## src/rtl/prio_irq_source.sv

```systemverilog
module prio_irq_source #(
  parameter int          LVL_W     = 3,
  parameter int          VEC_W     = 8,
  parameter logic [7:0]  VEC_RESET = 8'h0F
) (
  input  logic                       clk,
  input  logic                       rst_n,
  input  logic                       wr_en,
  input  logic [15:0]                wr_data,
  output logic [15:0]                rd_data,
  output logic [(1<<LVL_W)-2:0]      irq_req,
  input  logic                       ack_valid,
  input  logic [LVL_W-1:0]           ack_level,
  input  logic                       tick1,
  input  logic                       tick2,
  output logic [VEC_W-1:0]           vector
);
  localparam int NLINES = (1 << LVL_W) - 1;

  logic             pending;
  logic [LVL_W-1:0] level;
  logic [1:0]       sel;
  logic [VEC_W-1:0] vec;
  logic [NLINES-1:0] own_req;

  wire [LVL_W-1:0] wr_lvl = wr_data[LVL_W-1:0];
  wire             wr_clr = wr_data[3];
  wire             ack_hit = pending && ack_valid && (ack_level == level);
  wire             clr_hit = wr_en && wr_clr;
  wire             raise   = wr_en && !wr_clr && !pending && (wr_lvl != '0);

  always_ff @(posedge clk) begin
    if (!rst_n) begin
      pending <= 1'b0;
      level   <= '0;
      sel     <= 2'd0;
      vec     <= VEC_RESET[VEC_W-1:0];
    end else begin
      if (wr_en) begin
        sel <= wr_data[6:5];
        vec <= wr_data[8 +: VEC_W];
      end
      if (clr_hit || ack_hit) begin
        pending <= 1'b0;
      end else if (raise) begin
        pending <= 1'b1;
        level   <= wr_lvl;
      end
    end
  end

  always_comb begin
    own_req = '0;
    for (int i = 1; i <= NLINES; i++)
      if (pending && level == LVL_W'(i)) own_req[i-1] = 1'b1;
  end

  always_comb begin
    irq_req = own_req;
    case (sel)
      2'd1:    irq_req[0] = tick1;
      2'd3:    irq_req[0] = tick2;
      default: irq_req[0] = own_req[0];
    endcase
  end

  assign vector  = vec;
  assign rd_data = {vec, 1'b0, sel, pending, 4'b0000};

  AST_UPPER_ONEHOT: assert property (@(posedge clk) disable iff (!rst_n)
    $onehot0(irq_req[NLINES-1:1]));
  AST_RAISE_LEVEL: assert property (@(posedge clk) disable iff (!rst_n)
    (!pending && wr_en && !wr_data[3] && wr_data[LVL_W-1:0] != '0) |=>
      (pending && level == $past(wr_data[LVL_W-1:0])));
  AST_ZERO_IDLE: assert property (@(posedge clk) disable iff (!rst_n)
    (!pending && wr_en && wr_data[LVL_W-1:0] == '0) |=> !pending);
  AST_ACK_DROPS: assert property (@(posedge clk) disable iff (!rst_n)
    (pending && ack_valid && ack_level == level) |=> !pending);
  AST_PEND_HOLDS: assert property (@(posedge clk) disable iff (!rst_n)
    (pending && !(ack_valid && ack_level == level) && !(wr_en && wr_data[3])) |=>
      (pending && $stable(level)));
  AST_CLEAR_DROPS: assert property (@(posedge clk) disable iff (!rst_n)
    (wr_en && wr_data[3]) |=> !pending);
endmodule

```

## config.mk

```make
export PLATFORM = sky130hd
export DESIGN_NAME = prio_irq_source
export DESIGN_NICKNAME = d
export VERILOG_FILES = /design/src/rtl/prio_irq_source.sv
export SDC_FILE = /design/constraint.sdc
export NUM_CORES = 1
export LEC_CHECK = 0
export BUFFER_PORTS_ARGS = -buffer_cell sky130_fd_sc_hd__buf_2
export CAP_MARGIN = 20
export CORE_UTILIZATION = 30
export DETAILED_ROUTE_END_ITERATION = 8
export HOLD_SLACK_MARGIN = 0.08
export SLEW_MARGIN = 0
export SYNTH_ARGS = -nofsm -noshare
export SYNTH_HDL_FRONTEND = slang
export SYNTH_SLANG_ARGS = --single-unit
```

## constraint.sdc

```tcl
create_clock -name clk -period 2.1 [get_ports clk]
set_input_delay 0.42 -clock clk [delete_from_list [all_inputs] [get_ports clk]]
set_output_delay 0.42 -clock clk [all_outputs]
set_load 0.02 [all_outputs]
```

== Word level (Yosys, flattened, before mapping) ==
Cells that the tools add are included.

* Equal/unequal tests: 10
* Muxes and demuxes: 8
* Bitwise logic cells: 2
* Reduce and logical (&&, ||, !) cells: 19

{| class="wikitable"
|+ Operators with widths
! kind !! count
|-
| logical AND 1 bit || 13
|-
| == test 3 bit (second input constant) || 4
|-
| two-way mux 1 bit || 7
|-
| == test 3 x 2 -> 1 bit (second input constant) || 2
|-
| == test 3 x 1 -> 1 bit (second input constant) || 1
|-
| == test 3 bit || 1
|-
| nonzero test 3 bit || 1
|-
| == test 2 x 1 -> 1 bit (second input constant) || 1
|-
| == test 2 bit (second input constant) || 1
|-
| zero test 1 bit || 2
|-
| inverter 1 bit || 2
|-
| case mux 1 bit (2 select lines) || 1
|-
| AND reduction 2 bit || 1
|-
| OR reduction 2 bit || 1
|-
| logical OR 1 bit || 1
|}

* Bits in registers: 14
* Input bits: 25
* Output and inout bits: 31
* Word-level logic and storage cells: 43

== Longest topological paths before layout ==
Gate-level depths: netlist of run 1.

* Word-level depth: 5
* Depth in mapped cells: 4

== Worst setup path before layout of run 1 ==
No wires, ideal clock.

* Path type: register to output
* Start point: register pending
* End point: output irq_req[0]
* Arrival: 1.284 ns
* Path slack: 0.396 ns
* Stages on the path, launching flop included: 3
* Buffers on the path: 0
* Cell sequence: dfxtp_1 -> nand2b_1 -> o41ai_1

* Longest elaborated chain between the ends: 3

{| class="wikitable"
|+ RTL lines
! item !! RTL line !! RTL
|-
| start: declaration || 20 || <nowiki>logic pending;</nowiki>
|-
| start signal: assignment || 34 || <nowiki>pending <= 1'b0;</nowiki>
|-
| start signal: assignment || 44 || <nowiki>pending <= 1'b0;</nowiki>
|-
| start signal: assignment || 46 || <nowiki>pending <= 1'b1;</nowiki>
|-
| logical AND 1 bit || 55 || <nowiki>if (pending && level == LVL_W'(i)) own_req[i-1] = 1'b1;</nowiki>
|-
| two-way mux 1 bit || 55 ||
|-
| case mux 1 bit (2 select lines) || 60 || <nowiki>case (sel)</nowiki>
|-
| end: declaration || 11 || <nowiki>output logic [(1<<LVL_W)-2:0] irq_req,</nowiki>
|}

No other way between the ends.

== Worst setup path after layout of run 1 ==
Ends and elaborated chain as after synthesis.

==> results of run 1 <==
[stage by stage]
step / cells / total power [W] / setup WS (ns) / utilization [%]
after floorplan: 91 / 0.000408 / 0.396 / -
after global placement: 151 / 0.000435 / 0.633 / 38.5
after detailed placement: 151 / 0.000439 / 0.603 / 38.5
after CTS: 154 / 0.000595 / 0.270 / 39.4
after global routing: 154 / 0.000615 / 0.179 / 39.4
final: 154 / 0.000584 / 0.270 / 39.4
[worst paths after layout]
check	startpoint	to	slack, ns
min	wr_data[11]	vector[3]$_SDFFE_PN1P_	0.35
min reg2reg	vector[0]$_SDFFE_PN1P_	vector[0]$_SDFFE_PN1P_	0.50
max	pending$_SDFFE_PP0P_	irq_req[0]	0.27
max reg2reg	pending$_SDFFE_PP0P_	level[2]$_SDFFE_PN0P_	0.98
[critical path, delay by kind of cell, from the launching register on]
kind	cells	cell delay, ns
DFF	1	0.50
and+or+nand+nor	1	0.15
AOI/OAI and AO/OA	1	0.26
buffers and inverters	1	0.22
[cells by family (layout without fill, tap and decap cells)]
group	count (synthesis)	in the layout	share of synthesized area (%)
other	1	5	0.482
xor gates and xnor gates	3	3	3.38
DFF	14	14	36.0
muxes	14	14	18.2
AOI/OAI and AO/OA	2	2	2.09
buffers and inverters	19	52	16.7
and+or+nand+nor	34	34	23.2
[cells in the mapped netlist (all sizes together)]
cell type	count
nor4b	1
nand2	16
mux2	1
nand2b	1
nor4	2
o41ai	1
clkbuf	1
nor2b	6
dfxtp	14
xor2	3
nor3	4
nor2	4
mux2i	13
o211ai	1
conb	1
buf	17
inv	1
[power groups by stage]
stage,logic (W),registers [W],clock network (W)
floorplan,0.0000942,0.000313,0
CTS,0.000137,0.000297,0.000162
global route,0.000147,0.000299,0.000169
finish,0.000135,0.000297,0.000152
global placement,0.000133,0.000302,0
detailed placement,0.000137,0.000303,0
[flip-flops by register name, indices dropped and copies added (netlist names)]
name and flops:
vector 8, level 3, sel 2, pending 1
[metal layers]
| layer | up-vias | routed length (um) |
|---|---|---|
| met3 | 4 | 134 |
| met4 | 0 | 34 |
| met1 | 309 | 687 |
| li1 | 344 | - |
| met5 | - | 0 |
| met2 | 36 | 765 |
[final cells by class]
class / instances / area, sq um / area share [%]
Sequential cell: 14 / 280 / 29.0
Timing Repair Buffer: 48 / 240 / 24.8
Clock buffer: 3 / 22.5 / 2.33
Inverter: 1 / 3.75 / 0.388
Tap cell: 30 / 37.5 / 3.88
Multi-Input combinational cell: 58 / 383 / 39.6
[cells in the final DEF, fill, tap and decap left out, drive strengths merged]
master,synthesis,layout
buf,17,48
clkbuf,1,3
conb,1,5
dfxtp,14,14
inv,1,1
mux2,1,1
mux2i,13,13
nand2,16,16
nand2b,1,1
nor2,4,4
nor2b,6,6
nor3,4,4
nor4,2,2
nor4b,1,1
o211ai,1,1
o41ai,1,1
xor2,3,3
==> report_table.html, run 1 <==
<table>
<tr><th>Metric</th><th>Value</th></tr>
<tr><th colspan="2">CTS</th></tr>
<tr><td>Post-CTS Resized</td><td>0</td></tr>
<tr><td>Total number of H-tree levels</td><td>1</td></tr>
<tr><td>Post-CTS Hold Buffers</td><td>0</td></tr>
<tr><td>Clock tree from TritonCTS</td><td>built</td></tr>
<tr><td>Total setup buffers inserted after CTS</td><td>0</td></tr>
<tr><td>Buffers from clock root to sink, at most</td><td>2</td></tr>
<tr><td>Clock net sink count</td><td>14</td></tr>
<tr><td>Number of buffers created by CTS</td><td>3</td></tr>
<tr><td>Clk root buf</td><td>sky130_fd_sc_hd__clkbuf_4</td></tr>
<tr><td>Clock-pin slew on the worst setup and hold paths</td><td>0.09 ns</td></tr>
<tr><td>Skew-Pair Late Insertion Delay</td><td>0.27 ns</td></tr>
<tr><th colspan="2">GRT</th></tr>
<tr><td>All-layer global routing usage</td><td>11.9%</td></tr>
<tr><td>Pin count of the biggest net entering global routing</td><td>18</td></tr>
<tr><td>Busiest layer in global routing</td><td>met2</td></tr>
<tr><td>Global routing met1 resource utilization</td><td>12.6%</td></tr>
<tr><td>Overflow left after global routing</td><td>0</td></tr>
<tr><td>Global-route met2 utilization</td><td>20.3%</td></tr>
<tr><td>Global-route wire length before repair</td><td>2.30 mm</td></tr>
<tr><td>Met3 Usage GRT</td><td>2.59%</td></tr>
<tr><td>Via count of the first global-routing pass</td><td>564</td></tr>
<tr><td>Number of antenna violations at the first check in global routing</td><td>0</td></tr>
<tr><th colspan="2">Timing</th></tr>
<tr><td>Worst hold-check slack</td><td>0.353 ns</td></tr>
<tr><td>Final worst-path cycle share</td><td>87.1%</td></tr>
<tr><td>Post-route setup TNS</td><td>0 ns</td></tr>
<tr><td>Time the final worst path needs with I/O delays and setup</td><td>1.83 ns</td></tr>
<tr><td>Final Hold Viols</td><td>0</td></tr>
<tr><td>Worst clock skew</td><td>0.000634 ns</td></tr>
<tr><td>Maximum clock rate</td><td>546 MHz</td></tr>
<tr><td>Setup repair after global routing missed its margin</td><td>false</td></tr>
<tr><td>Number of slew-limit violations in the final report</td><td>0</td></tr>
<tr><td>Finish-stage setup viols</td><td>0</td></tr>
<tr><th colspan="2">Drt</th></tr>
<tr><td>Via density per instance</td><td>4.50</td></tr>
<tr><td>Aggregate routed wire length</td><td>1.62 mm</td></tr>
<tr><td>DRC</td><td>0</td></tr>
<tr><td>Post-detailed-route wirelength per cell</td><td>10.5 um</td></tr>
<tr><td>Detailed-routing iteration count for the pre-antenna-repair pass</td><td>2</td></tr>
<tr><td>Number of vias after detailed routing</td><td>693</td></tr>
<tr><td>Number of violations reported at the end of detailed-routing iteration 0</td><td>3</td></tr>
<tr><td>Count of antenna-violating nets left after detailed routing</td><td>0</td></tr>
<tr><th colspan="2">Logic synthesis</th></tr>
<tr><td>Synth unique cells</td><td>19</td></tr>
<tr><td>Synthesis warning total</td><td>0</td></tr>
<tr><td>Netlist area before placement</td><td>778 sq um</td></tr>
<tr><td>Top cell type's share of synthesized area</td><td>36.0%</td></tr>
<tr><td>Number of instances in the synthesized netlist</td><td>87</td></tr>
<tr><td>Largest cells by area after synthesis</td><td>sky130_fd_sc_hd__dfxtp_1, sky130_fd_sc_hd__mux2i_1, sky130_fd_sc_hd__buf_4</td></tr>
<tr><td>Portion of the post-synthesis area used by sequential elements</td><td>36.0%</td></tr>
<tr><td>Cell accounting for the most synthesized area</td><td>sky130_fd_sc_hd__dfxtp_1</td></tr>
<tr><td>Number of synthesized register bits</td><td>14</td></tr>
<tr><td>Mean cell area of the mapped netlist</td><td>8.95 sq um</td></tr>
<tr><th colspan="2">Power</th></tr>
<tr><td>Share of power burned in registers</td><td>50.8%</td></tr>
<tr><td>Pwr Density</td><td>604 nW/um^2</td></tr>
<tr><td>Switch share</td><td>31.0%</td></tr>
<tr><td>Internal power consumption</td><td>0.000403 W</td></tr>
<tr><td>Peak supply drop</td><td>0.305 mV</td></tr>
<tr><td>Leak Pwr</td><td>0.496 nW</td></tr>
<tr><td>Sw power</td><td>0.000181 W</td></tr>
<tr><td>Proportion of power drawn by the clock network</td><td>26.0%</td></tr>
<tr><td>Combinational power share</td><td>23.2%</td></tr>
<tr><th colspan="2">Setup path</th></tr>
<tr><td>Cell count of the worst reg-to-reg path</td><td>2</td></tr>
<tr><td>Cell breakdown of the critical path</td><td>nand2b_1, o41ai_1, buf_2</td></tr>
<tr><td>Capturing element type of the critical path</td><td>output port</td></tr>
<tr><td>Setup CP Type</td><td>reg -&gt; out</td></tr>
<tr><td>Critical path data required time</td><td>1.68 ns</td></tr>
<tr><td>Max stage delay cell, worst path</td><td>sky130_fd_sc_hd__dfxtp_1</td></tr>
<tr><td>Highest fanout seen on the critical path</td><td>7</td></tr>
<tr><td>Startpoint type of the worst setup path</td><td>flop</td></tr>
<tr><td>Critical path arrival</td><td>1.41 ns</td></tr>
<tr><td>Delay of the slowest cell on the worst path</td><td>0.50 ns</td></tr>
<tr><th colspan="2">Min path</th></tr>
<tr><td>Class of the tightest hold or removal check</td><td>in -&gt; reg</td></tr>
<tr><td>Number of stages on the worst hold path</td><td>3</td></tr>
<tr><th colspan="2">Die</th></tr>
<tr><td>Top-Level Pins</td><td>56</td></tr>
<tr><td>Initial core utilization</td><td>31.7%</td></tr>
<tr><td>Overall die area</td><td>2800 sq um</td></tr>
<tr><td>Number of cell rows</td><td>18</td></tr>
<tr><td>Width of the die</td><td>52.9 um</td></tr>
<tr><td>Die height</td><td>52.9 um</td></tr>
<tr><td>Core area</td><td>2450 sq um</td></tr>
<tr><th colspan="2">Cells and area</th></tr>
<tr><td>Post-route cell area</td><td>967 sq um</td></tr>
<tr><td>Area grow syn2layout</td><td>24.3%</td></tr>
<tr><td>Share of final-layout standard cells stronger than drive strength 1</td><td>43.5%</td></tr>
<tr><td>Total Nets Final</td><td>151</td></tr>
<tr><td>N_diodes</td><td>0</td></tr>
<tr><td>Number of fillers in the final layout</td><td>263</td></tr>
<tr><th colspan="2">Placed design</th></tr>
<tr><td>Post-DP Area</td><td>945 sq um</td></tr>
<tr><td>Detailed-placement wirelength estimate</td><td>1.23 mm</td></tr>
<tr><td>GPL Wtd Cong</td><td>0.670</td></tr>
<tr><td>I/O Buffers</td><td>48</td></tr>
<tr><th colspan="2">Flow run</th></tr>
<tr><td>Max-Cap Viols</td><td>0</td></tr>
<tr><th colspan="2">Outcome</th></tr>
<tr><td>Run status</td><td>finished, final reports clean</td></tr>
</table>
No activity file was read; power rests on OpenSTA's default activity.
==> run 2, diff against run 1 <==
Settings changed: MAX_ROUTING_LAYER set to met4, REMOVE_ABC_BUFFERS set to 1.
==> run 2 against run 1 <==
Net effect:
- count of clock-buffer cells in the layout rose by 1
- fmax rose by 1.4%
- clock power rose by 27%
- critical path depth did not move
- wire length fell by 4.7%
- global-route usage rose by 0.77 points
==> report_table.html, run 2 (synthesis gave the netlist of run 1 again) <==
<table>
<tr><th>Metric</th><th>Value</th></tr>
<tr><th colspan="2">Die</th></tr>
<tr><td>Top-Level Pins</td><td>56</td></tr>
<tr><td>Width of the die</td><td>52.9 um</td></tr>
<tr><td>Die height</td><td>52.9 um</td></tr>
<tr><td>Core area</td><td>2450 sq um</td></tr>
<tr><td>Initial core utilization</td><td>31.7%</td></tr>
<tr><td>Number of cell rows</td><td>18</td></tr>
<tr><td>Overall die area</td><td>2800 sq um</td></tr>
<tr><th colspan="2">CTS</th></tr>
<tr><td>Total setup buffers inserted after CTS</td><td>0</td></tr>
<tr><td>Post-CTS Hold Buffers</td><td>0</td></tr>
<tr><td>Number of buffers created by CTS</td><td>3</td></tr>
<tr><td>Total number of H-tree levels</td><td>1</td></tr>
<tr><td>Clock tree from TritonCTS</td><td>built</td></tr>
<tr><td>Clk root buf</td><td>sky130_fd_sc_hd__clkbuf_4</td></tr>
<tr><td>Clock net sink count</td><td>14</td></tr>
<tr><td>Skew-Pair Late Insertion Delay</td><td>0.28 ns</td></tr>
<tr><td>Clock-pin slew on the worst setup and hold paths</td><td>0.09 ns</td></tr>
<tr><td>Post-CTS Resized</td><td>0</td></tr>
<tr><td>Buffers from clock root to sink, at most</td><td>2</td></tr>
<tr><th colspan="2">Cells and area</th></tr>
<tr><td>Area grow syn2layout</td><td>26.0%</td></tr>
<tr><td>N_diodes</td><td>0</td></tr>
<tr><td>Largest register FFs</td><td>8</td></tr>
<tr><td>Total Nets Final</td><td>151</td></tr>
<tr><td>Share of final-layout standard cells stronger than drive strength 1</td><td>44.0%</td></tr>
<tr><td>Commonest cells after routing, fill and taps aside</td><td>sky130_fd_sc_hd__buf_2, sky130_fd_sc_hd__nand2_1, sky130_fd_sc_hd__dfxtp_1, sky130_fd_sc_hd__mux2i_1, sky130_fd_sc_hd__nor2b_1</td></tr>
<tr><td>Most common cell after layout, fill and taps aside</td><td>sky130_fd_sc_hd__buf_2</td></tr>
<tr><th colspan="2">Power</th></tr>
<tr><td>Combinational power share</td><td>21.5%</td></tr>
<tr><td>Peak supply drop</td><td>0.272 mV</td></tr>
<tr><td>Leak Pwr</td><td>0.504 nW</td></tr>
<tr><td>Pwr Density</td><td>635 nW/um^2</td></tr>
<tr><td>Internal power consumption</td><td>0.000442 W</td></tr>
<tr><td>Sw power</td><td>0.000181 W</td></tr>
<tr><td>Share of power burned in registers</td><td>47.6%</td></tr>
<tr><td>Switch share</td><td>29.1%</td></tr>
<tr><td>Proportion of power drawn by the clock network</td><td>30.9%</td></tr>
<tr><th colspan="2">Setup path</th></tr>
<tr><td>Capturing point of the worst reg2reg path</td><td>level[0]$_SDFFE_PN0P_</td></tr>
<tr><td>Critical path arrival</td><td>1.38 ns</td></tr>
<tr><td>Setup CP Type</td><td>reg -&gt; out</td></tr>
<tr><td>Critical path data required time</td><td>1.68 ns</td></tr>
<tr><td>Delay of the slowest cell on the worst path</td><td>0.49 ns</td></tr>
<tr><td>Startpoint type of the worst setup path</td><td>flop</td></tr>
<tr><td>Capturing element type of the critical path</td><td>output port</td></tr>
<tr><td>Highest fanout seen on the critical path</td><td>7</td></tr>
<tr><td>Cell breakdown of the critical path</td><td>nand2b_1, o41ai_1, buf_2</td></tr>
<tr><td>Critical R2R Launch</td><td>pending$_SDFFE_PP0P_</td></tr>
<tr><td>Cell count of the worst reg-to-reg path</td><td>2</td></tr>
<tr><td>Worst setup slack for register-to-register paths</td><td>1.00 ns</td></tr>
<tr><td>Max stage delay cell, worst path</td><td>sky130_fd_sc_hd__dfxtp_1</td></tr>
<tr><th colspan="2">Min path</th></tr>
<tr><td>Class of the tightest hold or removal check</td><td>in -&gt; reg</td></tr>
<tr><td>Number of stages on the worst hold path</td><td>3</td></tr>
<tr><td>Hold Path End</td><td>vector[3]$_SDFFE_PN1P_</td></tr>
<tr><td>HP Start</td><td>wr_data[11]</td></tr>
<tr><th colspan="2">Outcome</th></tr>
<tr><td>Run status</td><td>finished, final reports clean</td></tr>
<tr><th colspan="2">GRT</th></tr>
<tr><td>Number of antenna violations at the first check in global routing</td><td>0</td></tr>
<tr><td>Global routing met1 resource utilization</td><td>15.1%</td></tr>
<tr><td>Pin count of the biggest net entering global routing</td><td>18</td></tr>
<tr><td>Overflow left after global routing</td><td>0</td></tr>
<tr><td>Busiest layer in global routing</td><td>met2</td></tr>
<tr><td>All-layer global routing usage</td><td>12.7%</td></tr>
<tr><td>Via count of the first global-routing pass</td><td>603</td></tr>
<tr><td>Global-route wire length before repair</td><td>2.50 mm</td></tr>
<tr><td>Met3 Usage GRT</td><td>3.45%</td></tr>
<tr><td>Global-route met2 utilization</td><td>20.0%</td></tr>
<tr><th colspan="2">Placed design</th></tr>
<tr><td>I/O Buffers</td><td>48</td></tr>
<tr><td>GPL Wtd Cong</td><td>0.666</td></tr>
<tr><td>Detailed-placement wirelength estimate</td><td>1.23 mm</td></tr>
<tr><th colspan="2">Drt</th></tr>
<tr><td>Post-detailed-route wirelength per cell</td><td>9.97 um</td></tr>
<tr><td>Number of violations reported at the end of detailed-routing iteration 0</td><td>9</td></tr>
<tr><td>Via density per instance</td><td>4.30</td></tr>
<tr><td>DRC</td><td>0</td></tr>
<tr><td>Detailed-routing iteration count for the pre-antenna-repair pass</td><td>4</td></tr>
<tr><td>Count of antenna-violating nets left after detailed routing</td><td>0</td></tr>
<tr><td>Aggregate routed wire length</td><td>1.55 mm</td></tr>
<tr><td>Number of vias after detailed routing</td><td>666</td></tr>
<tr><th colspan="2">Flow run</th></tr>
<tr><td>Max-Cap Viols</td><td>0</td></tr>
<tr><th colspan="2">Timing</th></tr>
<tr><td>Number of slew-limit violations in the final report</td><td>0</td></tr>
<tr><td>Finish-stage setup viols</td><td>0</td></tr>
<tr><td>Worst hold-check slack</td><td>0.359 ns</td></tr>
<tr><td>Setup repair after global routing missed its margin</td><td>false</td></tr>
<tr><td>Post-route setup TNS</td><td>0 ns</td></tr>
<tr><td>Worst clock skew</td><td>0.000530 ns</td></tr>
<tr><td>Final Hold Viols</td><td>0</td></tr>
<tr><td>Time the final worst path needs with I/O delays and setup</td><td>1.80 ns</td></tr>
<tr><td>Final worst-path cycle share</td><td>85.9%</td></tr>
<tr><td>Maximum clock rate</td><td>554 MHz</td></tr>
</table>
-- run 2: area by class of cell --
class | instances | area (sq um)
tap | 30 | 37.5
inverter | 1 | 3.75
timing repair buffer | 48 | 240
sequential | 14 | 280
clock buffer | 4 | 36.3
fill | 262 | 1470
multi-input combinational | 58 | 383
-- run 2: per-layer routing --
metal,wire (um),up-vias
met5,0,-
li1,-,342
met2,727,35
met1,689,289
met4,0,0
met3,129,0
-- run 2: how the worst max path moves through the flow --
stage,from,to,cells after the start
2_1_floorplan,pending$_SDFFE_PP0P_,irq_req[0],2
3_3_place_gp,pending$_SDFFE_PP0P_,irq_req[0],3
3_5_place_dp,pending$_SDFFE_PP0P_,irq_req[0],3
4_1_cts,pending$_SDFFE_PP0P_,irq_req[0],3
5_1_grt,pending$_SDFFE_PP0P_,irq_req[0],3
6_report,pending$_SDFFE_PP0P_,irq_req[0],3
-- run 2: power by group through the flow --
stage / Combinational [W] / Clock (W) / Sequential (W)
floorplan: 0.0000490 / 0 / 0.000329
global placement: 0.000133 / 0 / 0.000302
detailed placement: 0.000136 / 0 / 0.000302
CTS: 0.000135 / 0.000204 / 0.000297
global route: 0.000147 / 0.000218 / 0.000300
finish: 0.000134 / 0.000193 / 0.000296
-- run 2: worst max-delay path: cells and delay by family, from the launching register on --
| family | cells | cell delay, ns |
|---|---|---|
| DFF | 1 | 0.49 |
| AOI/OAI and AO/OA | 1 | 0.25 |
| buffers and inverters | 1 | 0.22 |
| and+or+nand+nor | 1 | 0.15 |
-- run 2: through the flow --
step | util (%) | area, sq um | worst slack, ns | power (W) | instances
2_1_floorplan | - | 667 | 0.255 | 0.000377 | 73
3_3_place_gp | 38.5 | 945 | 0.606 | 0.000435 | 151
3_5_place_dp | 38.5 | 945 | 0.603 | 0.000438 | 151
4_1_cts | 40.0 | 981 | 0.261 | 0.000636 | 155
5_1_grt | 40.0 | 981 | 0.166 | 0.000665 | 155
6_report | 40.0 | 981 | 0.295 | 0.000623 | 155
